`src/rtl/irqc_pkg.sv`:
```
package irqc_pkg;

  localparam int SEL_W = 3;

  typedef enum logic [SEL_W-1:0] {
    SEL_NIB0  = 3'd0,
    SEL_NIB1  = 3'd1,
    SEL_NIB2  = 3'd2,
    SEL_NIB3  = 3'd3,
    SEL_CTRL  = 3'd4,
    SEL_ACK   = 3'd5,
    SEL_SPARE = 3'd6,
    SEL_BANK  = 3'd7
  } reg_sel_e;

  // control data bit positions
  localparam int CTRL_SHORT_BIT = 2;
  localparam int CTRL_RUN_BIT   = 1;
  localparam int CTRL_REARM_BIT = 0;

  typedef struct packed {
    logic short_mode;
    logic run;
    logic run_after_ack;
  } ctrl_t;

endpackage

```
`src/rtl/irqc_decode.sv`:
```
module irqc_decode
  import irqc_pkg::*;
#(
  parameter int NUM_NIB = 4
) (
  input  logic               wr_en,
  input  logic [SEL_W-1:0]   sel_bits,
  output logic [NUM_NIB-1:0] nib_we,
  output logic               ctrl_we,
  output logic               ack_we,
  output logic               bank_we
);

  reg_sel_e sel;
  assign sel = reg_sel_e'(sel_bits);

  for (genvar g = 0; g < NUM_NIB; g++) begin : g_nib
    assign nib_we[g] = wr_en && (sel == reg_sel_e'(SEL_W'(g)));
  end

  assign ctrl_we = wr_en && (sel == SEL_CTRL);
  assign ack_we  = wr_en && (sel == SEL_ACK);
  assign bank_we = wr_en && (sel == SEL_BANK);

endmodule

```
`src/rtl/irqc_reload_latch.sv`:
```
module irqc_reload_latch #(
  parameter int CNT_W = 16,
  parameter int NIB_W = 4,
  localparam int NUM_NIB = CNT_W / NIB_W
) (
  input  logic               clk,
  input  logic               rst,
  input  logic [NUM_NIB-1:0] nib_we,
  input  logic [NIB_W-1:0]   nib_data,
  output logic [CNT_W-1:0]   latch_o
);

  logic [CNT_W-1:0] latch_q;

  always_ff @(posedge clk) begin
    if (rst) begin
      latch_q <= '0;
    end else begin
      for (int i = 0; i < NUM_NIB; i++) begin
        if (nib_we[i]) latch_q[i*NIB_W +: NIB_W] <= nib_data;
      end
    end
  end

  assign latch_o = latch_q;

endmodule

```
`src/rtl/irqc_counter.sv`:
```
module irqc_counter
  import irqc_pkg::*;
#(
  parameter int CNT_W   = 16,
  parameter int SHORT_W = 8
) (
  input  logic             clk,
  input  logic             rst,
  input  logic             ctrl_we,
  input  ctrl_t            ctrl_in,
  input  logic             ack_we,
  input  logic [CNT_W-1:0] latch_i,
  output logic             irq_o
);

  localparam logic [CNT_W-1:0] SHORT_MASK = {{(CNT_W-SHORT_W){1'b0}}, {SHORT_W{1'b1}}};
  localparam logic [CNT_W-1:0] FULL_MASK  = '1;

  logic [CNT_W-1:0] cnt_q;
  logic             short_q, run_q, rearm_q, irq_q;

  logic [CNT_W-1:0] mask, inc_masked, stepped;
  logic             wrap;

  always_comb begin
    mask       = short_q ? SHORT_MASK : FULL_MASK;
    inc_masked = (cnt_q + 1'b1) & mask;
    wrap       = run_q && (inc_masked == '0);
    stepped    = (cnt_q & ~mask) | (wrap ? (latch_i & mask) : inc_masked);
  end

  always_ff @(posedge clk) begin
    if (rst) begin
      cnt_q   <= '0;
      short_q <= 1'b0;
      run_q   <= 1'b0;
      rearm_q <= 1'b0;
      irq_q   <= 1'b0;
    end else if (ctrl_we) begin
      short_q <= ctrl_in.short_mode;
      run_q   <= ctrl_in.run;
      rearm_q <= ctrl_in.run_after_ack;
      if (ctrl_in.run) cnt_q <= latch_i;
      irq_q   <= 1'b0;
    end else begin
      if (run_q) cnt_q <= stepped;
      if (wrap)        irq_q <= 1'b1;
      else if (ack_we) irq_q <= 1'b0;
      if (ack_we) run_q <= rearm_q;
    end
  end

  assign irq_o = irq_q;

endmodule

```
`src/rtl/irq_cycle_counter.sv`:
```
module irq_cycle_counter
  import irqc_pkg::*;
#(
  parameter int ADDR_W  = 15,
  parameter int DATA_W  = 8,
  parameter int CNT_W   = 16,
  parameter int SHORT_W = 8,
  parameter int NIB_W   = 4,
  parameter int BANK_W  = 3
) (
  input  logic              clk,
  input  logic              rst,
  input  logic              wr_en,
  input  logic [ADDR_W-1:0] wr_addr,
  input  logic [DATA_W-1:0] wr_data,
  output logic              irq_o,
  output logic [BANK_W-1:0] prg_bank_o
);

  localparam int NUM_NIB = CNT_W / NIB_W;

  logic [NUM_NIB-1:0] nib_we;
  logic               ctrl_we, ack_we, bank_we;
  logic [CNT_W-1:0]   latch_val;
  ctrl_t              ctrl_fields;
  logic [BANK_W-1:0]  bank_q;

  logic unused_bits;
  assign unused_bits = ^{wr_addr[ADDR_W-SEL_W-1:0], wr_data[DATA_W-1:NIB_W]};

  irqc_decode #(.NUM_NIB(NUM_NIB)) u_decode (
    .wr_en    (wr_en),
    .sel_bits (wr_addr[ADDR_W-1 -: SEL_W]),
    .nib_we   (nib_we),
    .ctrl_we  (ctrl_we),
    .ack_we   (ack_we),
    .bank_we  (bank_we)
  );

  irqc_reload_latch #(.CNT_W(CNT_W), .NIB_W(NIB_W)) u_latch (
    .clk      (clk),
    .rst      (rst),
    .nib_we   (nib_we),
    .nib_data (wr_data[NIB_W-1:0]),
    .latch_o  (latch_val)
  );

  assign ctrl_fields = '{short_mode:    wr_data[CTRL_SHORT_BIT],
                         run:           wr_data[CTRL_RUN_BIT],
                         run_after_ack: wr_data[CTRL_REARM_BIT]};

  irqc_counter #(.CNT_W(CNT_W), .SHORT_W(SHORT_W)) u_counter (
    .clk     (clk),
    .rst     (rst),
    .ctrl_we (ctrl_we),
    .ctrl_in (ctrl_fields),
    .ack_we  (ack_we),
    .latch_i (latch_val),
    .irq_o   (irq_o)
  );

  always_ff @(posedge clk) begin
    if (rst)          bank_q <= '0;
    else if (bank_we) bank_q <= wr_data[BANK_W-1:0];
  end

  assign prg_bank_o = bank_q;

endmodule

```
`config.mk`:
```
export PLATFORM = sky130hd
export DESIGN_NAME = irq_cycle_counter
export DESIGN_NICKNAME = d
export VERILOG_FILES = /design/src/rtl/irqc_pkg.sv /design/src/rtl/irqc_decode.sv /design/src/rtl/irqc_reload_latch.sv /design/src/rtl/irqc_counter.sv /design/src/rtl/irq_cycle_counter.sv
export SDC_FILE = /design/constraint.sdc
export NUM_CORES = 1
export LEC_CHECK = 0
export CAP_MARGIN = 5
export CORE_MARGIN = 2
export CORE_UTILIZATION = 55
export CTS_CLUSTER_DIAMETER = 200
export DETAILED_ROUTE_END_ITERATION = 8
export PLACE_DENSITY = 0.8
export REMOVE_ABC_BUFFERS = 1
export SETUP_SLACK_MARGIN = 0.5
export SLEW_MARGIN = 20
export SYNTH_ARGS = -nofsm -noshare
export SYNTH_HDL_FRONTEND = slang
export SYNTH_SLANG_ARGS = --single-unit
```
`constraint.sdc`:
```
create_clock -name clk -period 3 [get_ports clk]
set_input_delay 0.6 -clock clk [delete_from_list [all_inputs] [get_ports clk]]
set_output_delay 0.6 -clock clk [all_outputs]
set_load 0.01 [all_outputs]
```
==> results.json <==
{
  "fp-row-count": 23,
  "crit_arrival_ns": 2.70,
  "layout_min_cycle_time_ns": 2.475,
  "grt_pass1_wl_mm": 9.039,
  "grt_remaining_overflow": 0,
  "register_area_um2": 782.0,
  "dpl.hpwl_mm": 3.768,
  "antenna_found_initial": 0,
  "critical-path-top-delay-family": "simple AND/OR/NAND/NOR gates",
  "die_h_um": 68.77,
  "crit-reg2reg-launch": "u_counter.cnt_q[0]$_SDFFE_PP0P_",
  "startpoint": "u_counter.cnt_q[0]$_SDFFE_PP0P_",
  "hold_path.class": "flop to flop",
  "die_x_um": 68.77,
  "drt_iter0_markers": 158,
  "critPathSlowestCell": "or4_1",
  "clk_pin_slew_ns": 0.07,
  "cts_hold_buf": 0,
  "p_per_area_mw_per_mm2": 377.5,
  "antenna_cells": 0,
  "worstHoldStart": "u_counter.rearm_q$_SDFFE_PP0P_",
  "grt_usage": 0.2599,
  "vias": 2122,
  "hold_path_depth": 2,
  "gp_congestion": 0.8619,
  "drive_above_1_share": 0.1424,
  "syn_area_mm2": 0.002307,
  "io_pins": 30,
  "worst_r2r_path_depth": 9,
  "synth_top_family_by_area": "simple AND/OR/NAND/NOR gates",
  "multi_input_area_mm2": 0.001398,
  "seq_area_frac_synth": 0.3384,
  "yosysUniqueCellTypes": 54,
  "rsz0062_at_grt": "yes",
  "drt-wirelength-per-cell_um": 16.36,
  "setup_viol": 0,
  "p_leak_nw": 0.9209,
  "cp_max_fo": 8,
  "worstMarginPinSlew_ns": 0.4478,
  "fin_skew_ns": 0.005633,
  "design_area_mm2": 0.002596,
  "crit_path_frequent_cell": "buf_4",
  "place_area_mm2": 0.002449,
  "root_buffer": "clkbuf_8",
  "slew_headroom": 0.7014,
  "drv_slew": 0,
  "yosysWarnings": 0,
  "top_layer_used": "met4",
  "routed_wl_mm": 5.644,
  "core_area_mm2": 0.004029,
  "synth_xor_xnor_area_share": 0.03416,
  "grt_pass1_vias": 1867,
  "clock_latency_ns": 0.30,
  "wl_met2_mm": 2.685,
  "drc": 0,
  "endpoint_kind": "flop",
  "hold_viol": 0,
  "ir_drop_mv": 0.3716,
  "area_growth_syn_to_layout_pct": 12.53,
  "layout.nets": 322,
  "synth_compound_area_frac": 0.1860,
  "wl_met3_um": 330,
  "grt_max_degree": 45,
  "synth-edff-count": 0,
  "crit_path_cell_trace": "buf_4 > nand4_4 > nor2_2 > xnor2_1 > a311o_1 > o2111a_2 > buf_4 > or4_1 > a31oi_1",
  "avgViaCountPerCell": 6.151,
  "ys_async_sr_fraction": 0,
  "cp.depth": 9,
  "wl_met1_mm": 2.507,
  "cts_buffers": 5,
  "h-tree-depth": 2,
  "start_util": 0.5727,
  "fillers": 362,
  "crit_required_ns": 3.22,
  "period_share": 0.8249,
  "maxCapViolCount": 0,
  "slowest_delay_ns": 0.48,
  "dieArea_mm2": 0.004729,
  "ys_ff_latch": 39,
  "portBuffers": 13,
  "muxShareOfSynthArea": 0.07809,
  "drt_pass1_iterations": 5,
  "clock_path_buffers": 2,
  "fmax_mhz": 404.1,
  "drtAntennaViolNets": 0,
  "startpoint_type": "flop",
  "status": "finished, final reports clean",
  "cts_tree": "done",
  "crit_type": "flop to flop",
  "postSynthCellCount": 283,
  "synthAdderAreaFrac": 0.01085,
  "crit_buf_inv": 2,
  "ys.flop_type": "dfxtp_1",
  "synthSimpleGateAreaFrac": 0.2815,
  "syn_area_per_cell_um2": 8.153,
  "clkSinkCount": 39,
  "setup_tns_ns": 0
}
==> power by group <==
group	leakage (nW)	internal [mW]	total (mW)	switching, mW
Sequential	0.316	0.528	0.540	0.0122
Clock	0.0422	0.163	0.343	0.180
Combinational	0.563	0.0432	0.0973	0.0541
==> what timing repair did <==
item / in CTS / in global routing
gates resized for setup: 4 / 5
pin swaps: 1 / 0
endpoints found under the setup margin: 11 / 14
buffers inserted: 3 / 1
==> registers in the layout (all words and copies together) (netlist names) <==
name / flops
u_counter.irq_o: 1
u_counter.cnt_q: 16
prg_bank_o: 3
u_counter.rearm_q: 1
u_counter.short_q: 1
u_latch.latch_o: 16
u_counter.run_q: 1
==> final timing paths <==
path | endpoint | slack (ns)
max reg2reg | u_counter.cnt_q[0]$_SDFFE_PP0P_ | 0.53
min reg2reg | u_counter.rearm_q$_SDFFE_PP0P_ | 0.47
max | u_counter.cnt_q[0]$_SDFFE_PP0P_ | 0.53
min | u_counter.rearm_q$_SDFFE_PP0P_ | 0.47
==> cells in the mapped netlist, types with 2 or more instances <==
cell type	count	area share
o22ai_1	3	0.0081
nand3_1	8	0.017
nor2_1	36	0.059
nand3b_1	7	0.023
a21o_1	2	0.0065
a31oi_1	6	0.016
o211ai_1	2	0.0065
clkbuf_1	13	0.021
o21ai_0	9	0.020
a2111oi_2	2	0.013
nand4b_1	2	0.0076
o32ai_1	2	0.0076
a21oi_1	19	0.041
nand2_1	22	0.036
buf_6	4	0.020
or3_1	2	0.0054
inv_1	8	0.013
nand3_2	2	0.0087
mux2i_1	18	0.078
and3_1	2	0.0054
ha_1	2	0.011
nor3_1	14	0.030
a211o_1	4	0.015
a311oi_1	2	0.0076
buf_4	2	0.0065
nor2_2	3	0.0081
buf_2	5	0.011
dfxtp_1	39	0.34
nand4_1	8	0.022
xor2_1	2	0.0076
xnor2_1	7	0.027
o221ai_1	4	0.015
==> final cells by class <==
| class | instances | share of cell area |
|---|---|---|
| clock buffer | 7 | 0.02940 |
| clock inverter | 1 | 0.001928 |
| inverter | 8 | 0.01157 |
| multi-input combinational | 212 | 0.5383 |
| sequential | 39 | 0.3012 |
| tap | 50 | 0.02410 |
| timing repair buffer | 28 | 0.09349 |
==> per-stage QoR <==
step	hold slack (ns)	instances	util	total power, mW	setup WS, ns
floorplan	0.4300	259	-	0.5947	0.3816
global placement	0.4523	333	0.6078	0.6424	0.3062
detailed placement	0.4567	333	0.6078	0.6447	0.2587
CTS	0.4668	344	0.6366	0.9865	0.5072
global route	0.4987	345	0.6444	1.019	0.3916
finish	0.4734	345	0.6444	0.9801	0.5252
==> cells by family (layout without fill, tap and decap cells) <==
logic type                 after synthesis  in the layout
muxes                                   18             18
adders and majority gates                2              2
xor gates and xnor gates                 9              9
and+or+nand+nor                        121            121
buffers and inverters                   32             44
DFF                                     39             39
AOI/OAI and AO/OA                       62             62
==> worst register-to-register path, delay by kind of cell (launching register included) <==
family	cells	cell delay [ns]
AO/OA/AOI/OAI	3	0.74
XOR/XNOR	1	0.08
buffers and inverters	2	0.37
flip-flops	1	0.40
AND/OR/NAND/NOR	3	0.82
==> cells in the final DEF, fill, tap and decap left out, drive strengths merged, types with 6 or more instances in the layout <==
cell type | synthesis | layout
dfxtp | 39 | 39
nor2 | 39 | 39
nand2 | 22 | 22
a21oi | 19 | 19
mux2i | 18 | 18
buf | 11 | 15
nor3 | 15 | 15
clkdlybuf4s50 | 0 | 13
o21ai | 10 | 10
nand3 | 10 | 10
nand4 | 9 | 9
inv | 8 | 8
nand3b | 7 | 7
xnor2 | 7 | 7
clkbuf | 13 | 7
a31oi | 6 | 6
==> layer usage <==
| layer | global-route usage | up-vias |
|---|---|---|
| met5 | 0 | - |
| met4 | 0.1127 | 0 |
| met3 | 0.06006 | 13 |
| met2 | 0.4063 | 83 |
| met1 | 0.3424 | 973 |
| li1 | - | 1053 |
Note: power is estimated with default switching activity, not from simulation.
